<file path="config.mk">
export PLATFORM = sky130hd
export DESIGN_NAME = keyed_wdt
export DESIGN_NICKNAME = d
export VERILOG_FILES = /design/src/rtl/wdt_pkg.sv /design/src/rtl/wdt_regs.sv /design/src/rtl/wdt_tick.sv /design/src/rtl/wdt_count.sv /design/src/rtl/keyed_wdt.sv
export SDC_FILE = /design/constraint.sdc
export NUM_CORES = 1
export LEC_CHECK = 0
export ABC_AREA = 1
export BUFFER_PORTS_ARGS = -buffer_cell sky130_fd_sc_hd__buf_4
export CORE_MARGIN = 10
export CORE_UTILIZATION = 30
export CTS_CLUSTER_DIAMETER = 60
export DETAILED_ROUTE_END_ITERATION = 8
export GPL_TIMING_DRIVEN = 0
export SLEW_MARGIN = 20
export SYNTH_ARGS = -nofsm -noshare
export SYNTH_HDL_FRONTEND = slang
export SYNTH_SLANG_ARGS = --single-unit
</file>
<file path="constraint.sdc">
create_clock -name clk -period 2.4 [get_ports clk]
set_clock_uncertainty 0.05 [all_clocks]
set_input_delay 0.48 -clock clk [delete_from_list [all_inputs] [get_ports clk]]
set_output_delay 0.48 -clock clk [all_outputs]
set_load 0.02 [all_outputs]
</file>
<file path="src/rtl/wdt_pkg.sv">
package wdt_pkg;
    localparam int          CNT_W       = 6;
    localparam int          CTRL_OFS    = 'h10;
    localparam int          ACT_OFS     = 'h14;
    localparam int          MODE_OFS    = 'h18;
    localparam logic [11:0] RELOAD_KEY  = 12'hA57;
    localparam logic [1:0]  ACT_SYS_RST = 2'b01;

    typedef struct packed {
        logic       en;
        logic [3:0] code;
        logic [1:0] act;
    } wdt_state_t;

    // Timeout length in half-second ticks for a 4-bit interval code.
    function automatic logic [CNT_W-1:0] ivl_half_ticks(input logic [3:0] code);
        logic [CNT_W-1:0] r;
        if (code == 4'd0)
            r = CNT_W'(1);
        else if (code <= 4'd6)
            r = CNT_W'({code, 1'b0});
        else if (code <= 4'd11)
            r = CNT_W'(({2'b00, code} << 2) - 6'd12);
        else
            r = CNT_W'(32);
        return r;
    endfunction
endpackage

</file>
<file path="src/rtl/wdt_regs.sv">
module wdt_regs
    import wdt_pkg::*;
#(
    parameter int ADDR_W    = 8,
    parameter int IVL_SHIFT = 4
) (
    input  logic              clk,
    input  logic              rst_n,
    input  logic              wr_en,
    input  logic [ADDR_W-1:0] addr,
    input  logic [31:0]       wdata,
    output logic [31:0]       rdata,
    output logic              en,
    output logic [1:0]        act,
    output logic              load,
    output logic [3:0]        load_code,
    output logic              stop
);
    wdt_state_t st_d, st_q;

    logic hit_ctrl, hit_act, hit_mode, key_ok;

    wire unused_wbits = ^{wdata[31:13], wdata[IVL_SHIFT-1:1]};

    always_comb begin
        hit_ctrl = (addr == ADDR_W'(CTRL_OFS));
        hit_act  = (addr == ADDR_W'(ACT_OFS));
        hit_mode = (addr == ADDR_W'(MODE_OFS));
        key_ok   = wdata[0] && (wdata[12:1] == RELOAD_KEY);

        st_d = st_q;
        if (wr_en && hit_act)
            st_d.act = wdata[1:0];
        if (wr_en && hit_mode) begin
            st_d.en   = wdata[0];
            st_d.code = wdata[IVL_SHIFT +: 4];
        end

        load      = (wr_en && hit_ctrl && key_ok) ||
                    (wr_en && hit_mode && wdata[0] && !st_q.en);
        load_code = (wr_en && hit_mode) ? wdata[IVL_SHIFT +: 4] : st_q.code;
        stop      = wr_en && hit_mode && !wdata[0];

        rdata = '0;
        if (hit_act)
            rdata[1:0] = st_q.act;
        else if (hit_mode) begin
            rdata[0]             = st_q.en;
            rdata[IVL_SHIFT +: 4] = st_q.code;
        end
    end

    always_ff @(posedge clk or negedge rst_n) begin
        if (!rst_n)
            st_q <= '0;
        else
            st_q <= st_d;
    end

    assign en  = st_q.en;
    assign act = st_q.act;
endmodule

</file>
<file path="src/rtl/wdt_tick.sv">
module wdt_tick #(
    parameter int TICK_DIV = 12_000_000
) (
    input  logic clk,
    input  logic rst_n,
    input  logic run,
    input  logic restart,
    output logic tick
);
    localparam int DIV_W = (TICK_DIV > 1) ? $clog2(TICK_DIV) : 1;
    localparam logic [DIV_W-1:0] LAST = DIV_W'(TICK_DIV - 1);

    logic [DIV_W-1:0] div_d, div_q;

    always_comb begin
        tick = run && !restart && (div_q == LAST);
        if (!run || restart || div_q == LAST)
            div_d = '0;
        else
            div_d = div_q + 1'b1;
    end

    always_ff @(posedge clk or negedge rst_n) begin
        if (!rst_n)
            div_q <= '0;
        else
            div_q <= div_d;
    end
endmodule

</file>
<file path="src/rtl/wdt_count.sv">
module wdt_count
    import wdt_pkg::*;
#(
    parameter int RST_PULSE = 16
) (
    input  logic             clk,
    input  logic             rst_n,
    input  logic             en,
    input  logic [1:0]       act,
    input  logic             load,
    input  logic [3:0]       load_code,
    input  logic             stop,
    input  logic             tick,
    output logic [CNT_W-1:0] cnt,
    output logic             rst_req
);
    localparam int PW = $clog2(RST_PULSE + 1);

    typedef struct packed {
        logic [CNT_W-1:0] cnt;
        logic [PW-1:0]    pulse;
    } cnt_state_t;

    cnt_state_t s_d, s_q;
    logic expire;

    always_comb begin
        s_d    = s_q;
        expire = en && tick && !load && (s_q.cnt == CNT_W'(1));

        if (load)
            s_d.cnt = ivl_half_ticks(load_code);
        else if (tick && s_q.cnt != '0)
            s_d.cnt = s_q.cnt - 1'b1;

        if (stop || load)
            s_d.pulse = '0;
        else if (expire && act == ACT_SYS_RST)
            s_d.pulse = PW'(RST_PULSE);
        else if (s_q.pulse != '0)
            s_d.pulse = s_q.pulse - 1'b1;
    end

    always_ff @(posedge clk or negedge rst_n) begin
        if (!rst_n)
            s_q <= '0;
        else
            s_q <= s_d;
    end

    assign cnt     = s_q.cnt;
    assign rst_req = (s_q.pulse != '0);
endmodule

</file>
<file path="src/rtl/keyed_wdt.sv">
module keyed_wdt
    import wdt_pkg::*;
#(
    parameter int ADDR_W    = 8,
    parameter int IVL_SHIFT = 4,
    parameter int TICK_DIV  = 12_000_000,
    parameter int RST_PULSE = 16
) (
    input  logic              clk,
    input  logic              rst_n,
    input  logic              wr_en,
    input  logic [ADDR_W-1:0] addr,
    input  logic [31:0]       wdata,
    output logic [31:0]       rdata,
    output logic              rst_req
);
    logic             en_w, load_w, stop_w, tick_w;
    logic [1:0]       act_w;
    logic [3:0]       lcode_w;
    logic [CNT_W-1:0] cnt_w;

    wdt_regs #(.ADDR_W(ADDR_W), .IVL_SHIFT(IVL_SHIFT)) u_regs (
        .clk(clk), .rst_n(rst_n), .wr_en(wr_en), .addr(addr), .wdata(wdata),
        .rdata(rdata), .en(en_w), .act(act_w), .load(load_w),
        .load_code(lcode_w), .stop(stop_w)
    );

    wdt_tick #(.TICK_DIV(TICK_DIV)) u_tick (
        .clk(clk), .rst_n(rst_n), .run(en_w), .restart(load_w), .tick(tick_w)
    );

    wdt_count #(.RST_PULSE(RST_PULSE)) u_count (
        .clk(clk), .rst_n(rst_n), .en(en_w), .act(act_w), .load(load_w),
        .load_code(lcode_w), .stop(stop_w), .tick(tick_w),
        .cnt(cnt_w), .rst_req(rst_req)
    );
endmodule

</file>
# ---- Yosys cells after proc, flatten, opt, wreduce, memory -nomap -nowiden
# Index checks and enable logic that the tools add are counted.
dict set report word_totals {
  regBits 42
  output_inout_bits 33
  wordCells 61
}
dict set report classes {
  addsub 4
  order_cmp 2
  eq_ne 7
  n_mux 15
  n_reduce_logical 27
}
# op count
set op_table {}
lappend op_table {{$mux 6} 5}
lappend op_table {{$add 24x1->24 const B} 1}
lappend op_table {{$eq 24x24->1 const B} 1}
lappend op_table {{$eq 8x5->1 const B} 3}
lappend op_table {{$mux 24} 1}
lappend op_table {{$logic_and 1x1->1} 15}
lappend op_table {{$mux 5} 3}
lappend op_table {{$eq 12x12->1 const B} 1}
lappend op_table {{$mux 4} 3}
lappend op_table {{$eq 6x1->1 const B} 1}
lappend op_table {{$reduce_bool 6->1} 1}
lappend op_table {{$sub 6x1->6 const B} 1}
lappend op_table {{$sub 6x4->6 const B} 1}
lappend op_table {{$reduce_bool 5->1} 1}
lappend op_table {{$sub 5x1->5 const B} 1}
lappend op_table {{$le 4x3->1 const B} 1}
lappend op_table {{$le 4x4->1 const B} 1}
lappend op_table {{$logic_not 4->1} 1}
lappend op_table {{$logic_or 1x1->1} 4}
lappend op_table {{$logic_not 1->1} 3}
lappend op_table {{$mux 1} 3}
lappend op_table {{$reduce_bool 3->1} 1}
lappend op_table {{$eq 2x1->1 const B} 1}
lappend op_table {{$reduce_bool 2->1} 1}

# ---- Logic depth before layout (Yosys ltp)
dict set report depth {
  word_depth 14
  depth_mapped 15
  depth_no_buf 15
}

# ---- Hierarchy
# A second synthesis with hierarchy kept.
dict set report unflattened {
  hier_cells 455
  area_unflattened_um2 3251.9
}
# module n_inst cells_each area_per_inst_um2 seq_area_each_um2
set modules_own_cells {}
lappend modules_own_cells {wdt_tick 1 206 1483.9 600.6}
lappend modules_own_cells {wdt_count 1 134 967.2 275.3}
lappend modules_own_cells {wdt_regs 1 115 800.8 175.2}

# ---- Worst setup path after synthesis
# OpenSTA, ideal clock, no wires.
dict set report synth_path {
  path_kind {input to register}
  startpoint {input port addr[5]}
  endpoint {register u_count.s_q (netlist bit u_count.cnt[1])}
  setup_time_ns 0.077
  t_arrival_ns 1.816
  path_slack_ns 0.456
  stages 14
  path_buffers 0
  path_cell_list {inv_2 > nand2_1 > nor2_4 > nand3_4 > nand2_1 > nand2_1 > inv_1 > ha_1 > inv_1 > nand3_1 > nor2_1 > nor2_1 > nand3_1 > a21oi_1}
}
dict set report synth_via {
  elab_chain_len 10
  elab_cells_between_ends 21
}
# item line_no
set synth_rtl {}
lappend synth_rtl {{start, declared} keyed_wdt.sv:12} ;# input logic [ADDR_W-1:0] addr,
lappend synth_rtl {{branches (longest 10 deep; another with $le 4x4->1)} --}
lappend synth_rtl {{end signal, assigned} wdt_count.sv:46} ;# s_q <= '0;
lappend synth_rtl {{end signal, assigned} wdt_count.sv:48} ;# s_q <= s_d;
lappend synth_rtl {{end, declared} wdt_count.sv:24} ;# cnt_state_t s_d, s_q;
# Several ways; the timed one is not identified.
# A chain may end at the register's enable or synchronous reset.

# ---- Worst setup path after layout
dict set report layout_path {
  startpoint {input port addr[5]}
  endpoint {register u_count.s_q (netlist bit u_count.cnt[5])}
}
dict set report layout_via {
  elab_chain_len 10
  elab_cells_between_ends 22
}
# item
set layout_rtl {}
lappend layout_rtl {{branches (longest 10 deep; another with $sub 6x4->6)}}
# Several ways; the timed one is not identified.

==> results.txt <==
The final hold violation count is 0. The detail route stage leaves a number of antenna-violating nets equal to 0. The number of resized instances in the post-cts repair step came out at 0.

The die width came out at 120 um. The flow ran to the end, and the final reports show no timing, DRC or antenna violations. The layout-stage area growth over the synthesis result is 19.7%.

For this configuration, the core starts out at a cell density of 0.307. The power per cell area came out at approximately 550 mW/mm2. Global routing finished with a remaining overflow of 0. The number of hold buffers added after CTS came out at 0.

The final worst-path cycle share came out at 0.842. The final cell count without fillers is 596. In the layout the commonest cells are sky130_fd_sc_hd__nand2_1, sky130_fd_sc_hd__nor2_1, sky130_fd_sc_hd__buf_4.

The number of setup buffers added after CTS is 0. 76 I/O pins were placed. The total routing usage reported by global routing is 0.0943.

The classification of the worst-slack hold path is input port to asynchronous set/reset pin. The buffer cell driving the clock tree root is sky130_fd_sc_hd__clkbuf_8. The height of the die is 120 um. Leaving out fill and tap cells, the most frequent cell in the layout is sky130_fd_sc_hd__nand2_1. The number of max-slew violations in the final report is 0. The count of clock tree sinks is 42. The initial antenna violation count is 0. Counting flops and latches in the post-synthesis netlist gives 42. The reported leakage power is 1.84 nW. For this run, design rule violations remaining after detail routing come to 0. For met3 alone, demand over resource in global routing was 0.0272.

The critical path in this run is classified as input port to register. Setup repair after global routing left no endpoint under its margin. The cell area after synthesis is about 0.003 mm2. The H-tree depth came out at 2. For the worst setup path, the data required time is 2.57 ns. TritonCTS built the clock tree. Across the run, the number of max-cap violations was 0. The largest buffer count on any clock path is 2.

Ranked by total cell area, the synthesized netlist is headed by sky130_fd_sc_hd__dfrtp_1, sky130_fd_sc_hd__nand2_1, sky130_fd_sc_hd__nor2_1, sky130_fd_sc_hd__buf_4, sky130_fd_sc_hd__inv_1. The worst path meets setup with about 0.38 ns of slack. The setup TNS after final layout is 0 ns. The critical-path maximum fanout is 7.

Including well taps, the total number of placed cells is 589. The first detailed-routing pass took 4 iterations. For this run, global-route usage on met2 was measured as 0.164. The share of async-settable or async-resettable flops after synthesis is 1.00. Yosys mapped a number of flops with a built-in enable equal to 0. The count of cell types in the netlist is 36. The area fraction of the dominant cell type after synthesis came out at 0.351.

After the first detailed-routing iteration, the DRC count stood at 68. The routed design has 6670 um of wire. The pin count of the biggest net entering global routing is 43. Final hold analysis gives a worst-case slack of ~0.11 ns. For this run, the top clock speed supported by timing is 0.495 GHz. The total number of yosys warnings is 0. The data arrival time at the worst-slack endpoint is between 2 and 2.5 ns. The placed instances occupy a cell area of 0.00348 mm2. The initialized floorplan defines 36 standard-cell rows. The floorplan step defined a core boundary enclosing 0.00977 mm2. The cell area after layout came out at 0.00359 mm2. After legalization and detailed placement, the total HPWL measured 5360 um. The worst setup path is captured at a register. The total inserted antenna cells came out at 0. The global-route wire length before repair came out at roughly 12000 um. The per-cell routed wire length is 11.2 um.

The most congested layer reported by global routing is met2. The sequential-to-total area share from yosys stat is 0.351. The routability congestion estimate is 0.891.

The endpoint identified for the worst register-to-register timing path is u_tick.div_q[4]$_DFF_PN0_. The floorplan step defined a die boundary enclosing 0.0144 mm2. Clock-pin slew was measured on the worst setup and hold paths at ~0.080 ns. For this run, global-route usage on met1 was measured as 0.109. In this run the mean area of a mapped cell was about 7.5 um2. Dividing the detail-routed via count by the number of cells gives 4.34. sky130_fd_sc_hd__dfrtp_1 takes more of the synthesized area than any other cell. The largest voltage drop on the vdd net came out at approximately 0.23 mV. For the pin with the worst max-slew slack, the measured transition is 0.646 ns. Among all flip-flop cells after synthesis, the most frequent one is sky130_fd_sc_hd__dfrtp_1. The vias after detailed routing came out at ~2600. The worst slack after detailed placement is between 0.06 and 0.07 ns. The utilization after layout is 0.367.

The worst-case reg-to-reg path depth came out at 11. The clock latency at the later pin of the worst-skew pair is 0.30 ns. The max-slew headroom at the worst pin came out at 0.566. The post-route minimum period came out at 2.02 ns. The count of endpoints failing setup in the final report is 0. The layout cell share with drive strength beyond 1 is 0.225. The number of nets in the finished design came out at around 500. In this run the critical register-to-register path is launched from u_tick.div_q[0]$_DFF_PN0_.

The post-synthesis instance total is 402. Port buffering added 29 buffers. STA classifies the critical path startpoint as an input port. Total power for the finished layout comes to 1.98 mW. The via count of the first global-routing pass came to 2535. TritonCTS created 5 clock buffers.

The reg2reg setup slack came out at 0.41 ns.
-- area by class of cell --
class | count | area (um2)
plain buffers | 31 | 223
clock buffers | 6 | 82.6
clock inverters | 1 | 30.0
fillers | 1057 | 6190
inverters | 58 | 218
multi-input cells | 296 | 1600
flip-flops and latches | 42 | 1050
well taps | 133 | 166
repair buffers | 29 | 218
-- where the power goes --
part           switching [mW]  internal, mW  total [mW]
sequential             0.0726         0.815       0.887
combinational           0.295         0.218       0.513
clock                   0.245         0.333       0.578
total                   0.613          1.37        1.98
-- cells by family (layout without fill, tap and decap cells) --
group | after synthesis | after routing | share of synthesized area
flip-flops | 42 | 42 | 0.351
XOR/XNOR | 15 | 15 | 0.0438
AND/OR/NAND/NOR | 201 | 201 | 0.341
other | 1 | 26 | 0.00125
AO/OA/AOI/OAI | 46 | 46 | 0.0835
adder cells (fa/ha/maj) | 8 | 8 | 0.0334
buffers and inverters | 89 | 125 | 0.147
-- synth_stat cells, types with 2 or more instances --
library cell and n:
sky130_fd_sc_hd__nor2_4 3, sky130_fd_sc_hd__xnor2_1 7, sky130_fd_sc_hd__nor3_1 10, sky130_fd_sc_hd__o21ai_0 7, sky130_fd_sc_hd__dfrtp_1 42, sky130_fd_sc_hd__a21boi_1 2, sky130_fd_sc_hd__inv_1 50, sky130_fd_sc_hd__buf_2 4
sky130_fd_sc_hd__a21oi_1 18, sky130_fd_sc_hd__nand2_1 65, sky130_fd_sc_hd__nand2_4 4, sky130_fd_sc_hd__nand3_1 22, sky130_fd_sc_hd__nand2_2 7, sky130_fd_sc_hd__inv_2 8, sky130_fd_sc_hd__o21a_1 2, sky130_fd_sc_hd__ha_1 8
sky130_fd_sc_hd__a31oi_1 4, sky130_fd_sc_hd__nand4_1 15, sky130_fd_sc_hd__o21ai_1 11, sky130_fd_sc_hd__xor2_1 8, sky130_fd_sc_hd__nor2_2 3, sky130_fd_sc_hd__buf_4 27, sky130_fd_sc_hd__nor2_1 59, sky130_fd_sc_hd__nand3_2 3
sky130_fd_sc_hd__nor2_8 2
-- per-layer routing --
layer | part of all wire | wire [um]
met1 | 0.43 | 2880
met2 | 0.51 | 3400
met3 | 0.046 | 307
met4 | 0.012 | 82
met5 | 0 | 0
-- registers in the layout, indices dropped and copies added, names as in the netlist --
register	count
u_count.cnt	6
u_regs.act	2
u_count.s_q	5
u_tick.div_q	24
u_regs.st_q	4
u_regs.en	1
-- worst max-delay path, cell delays in order --
cell	delay, ns
sky130_fd_sc_hd__buf_4	0.11
sky130_fd_sc_hd__inv_2	0.04
sky130_fd_sc_hd__nand2_1	0.07
sky130_fd_sc_hd__nor2_4	0.26
sky130_fd_sc_hd__nand4_1	0.14
sky130_fd_sc_hd__nand2_1	0.21
sky130_fd_sc_hd__inv_1	0.09
sky130_fd_sc_hd__ha_1	0.18
sky130_fd_sc_hd__inv_1	0.07
sky130_fd_sc_hd__nand3_1	0.07
sky130_fd_sc_hd__nor2_1	0.09
sky130_fd_sc_hd__nor2_1	0.07
sky130_fd_sc_hd__nor2_2	0.09
sky130_fd_sc_hd__nand2_1	0.07
sky130_fd_sc_hd__a21oi_1	0.13
-- worst max-delay path by stage --
stage	from	cells past startpoint	slack [ns]	endpoint
2_1_floorplan	addr[5]	14	0.46	u_count.cnt[1]$_DFFE_PN0P_
3_3_place_gp	addr[5]	15	0.09	u_count.cnt[1]$_DFFE_PN0P_
3_5_place_dp	addr[5]	15	0.06	u_count.cnt[5]$_DFFE_PN0P_
4_1_cts	addr[5]	15	0.36	u_count.cnt[5]$_DFFE_PN0P_
5_1_grt	addr[5]	15	0.15	u_count.cnt[5]$_DFFE_PN0P_
6_report	addr[5]	15	0.38	u_count.cnt[5]$_DFFE_PN0P_
Note: power is estimated with default switching activity, not from simulation.
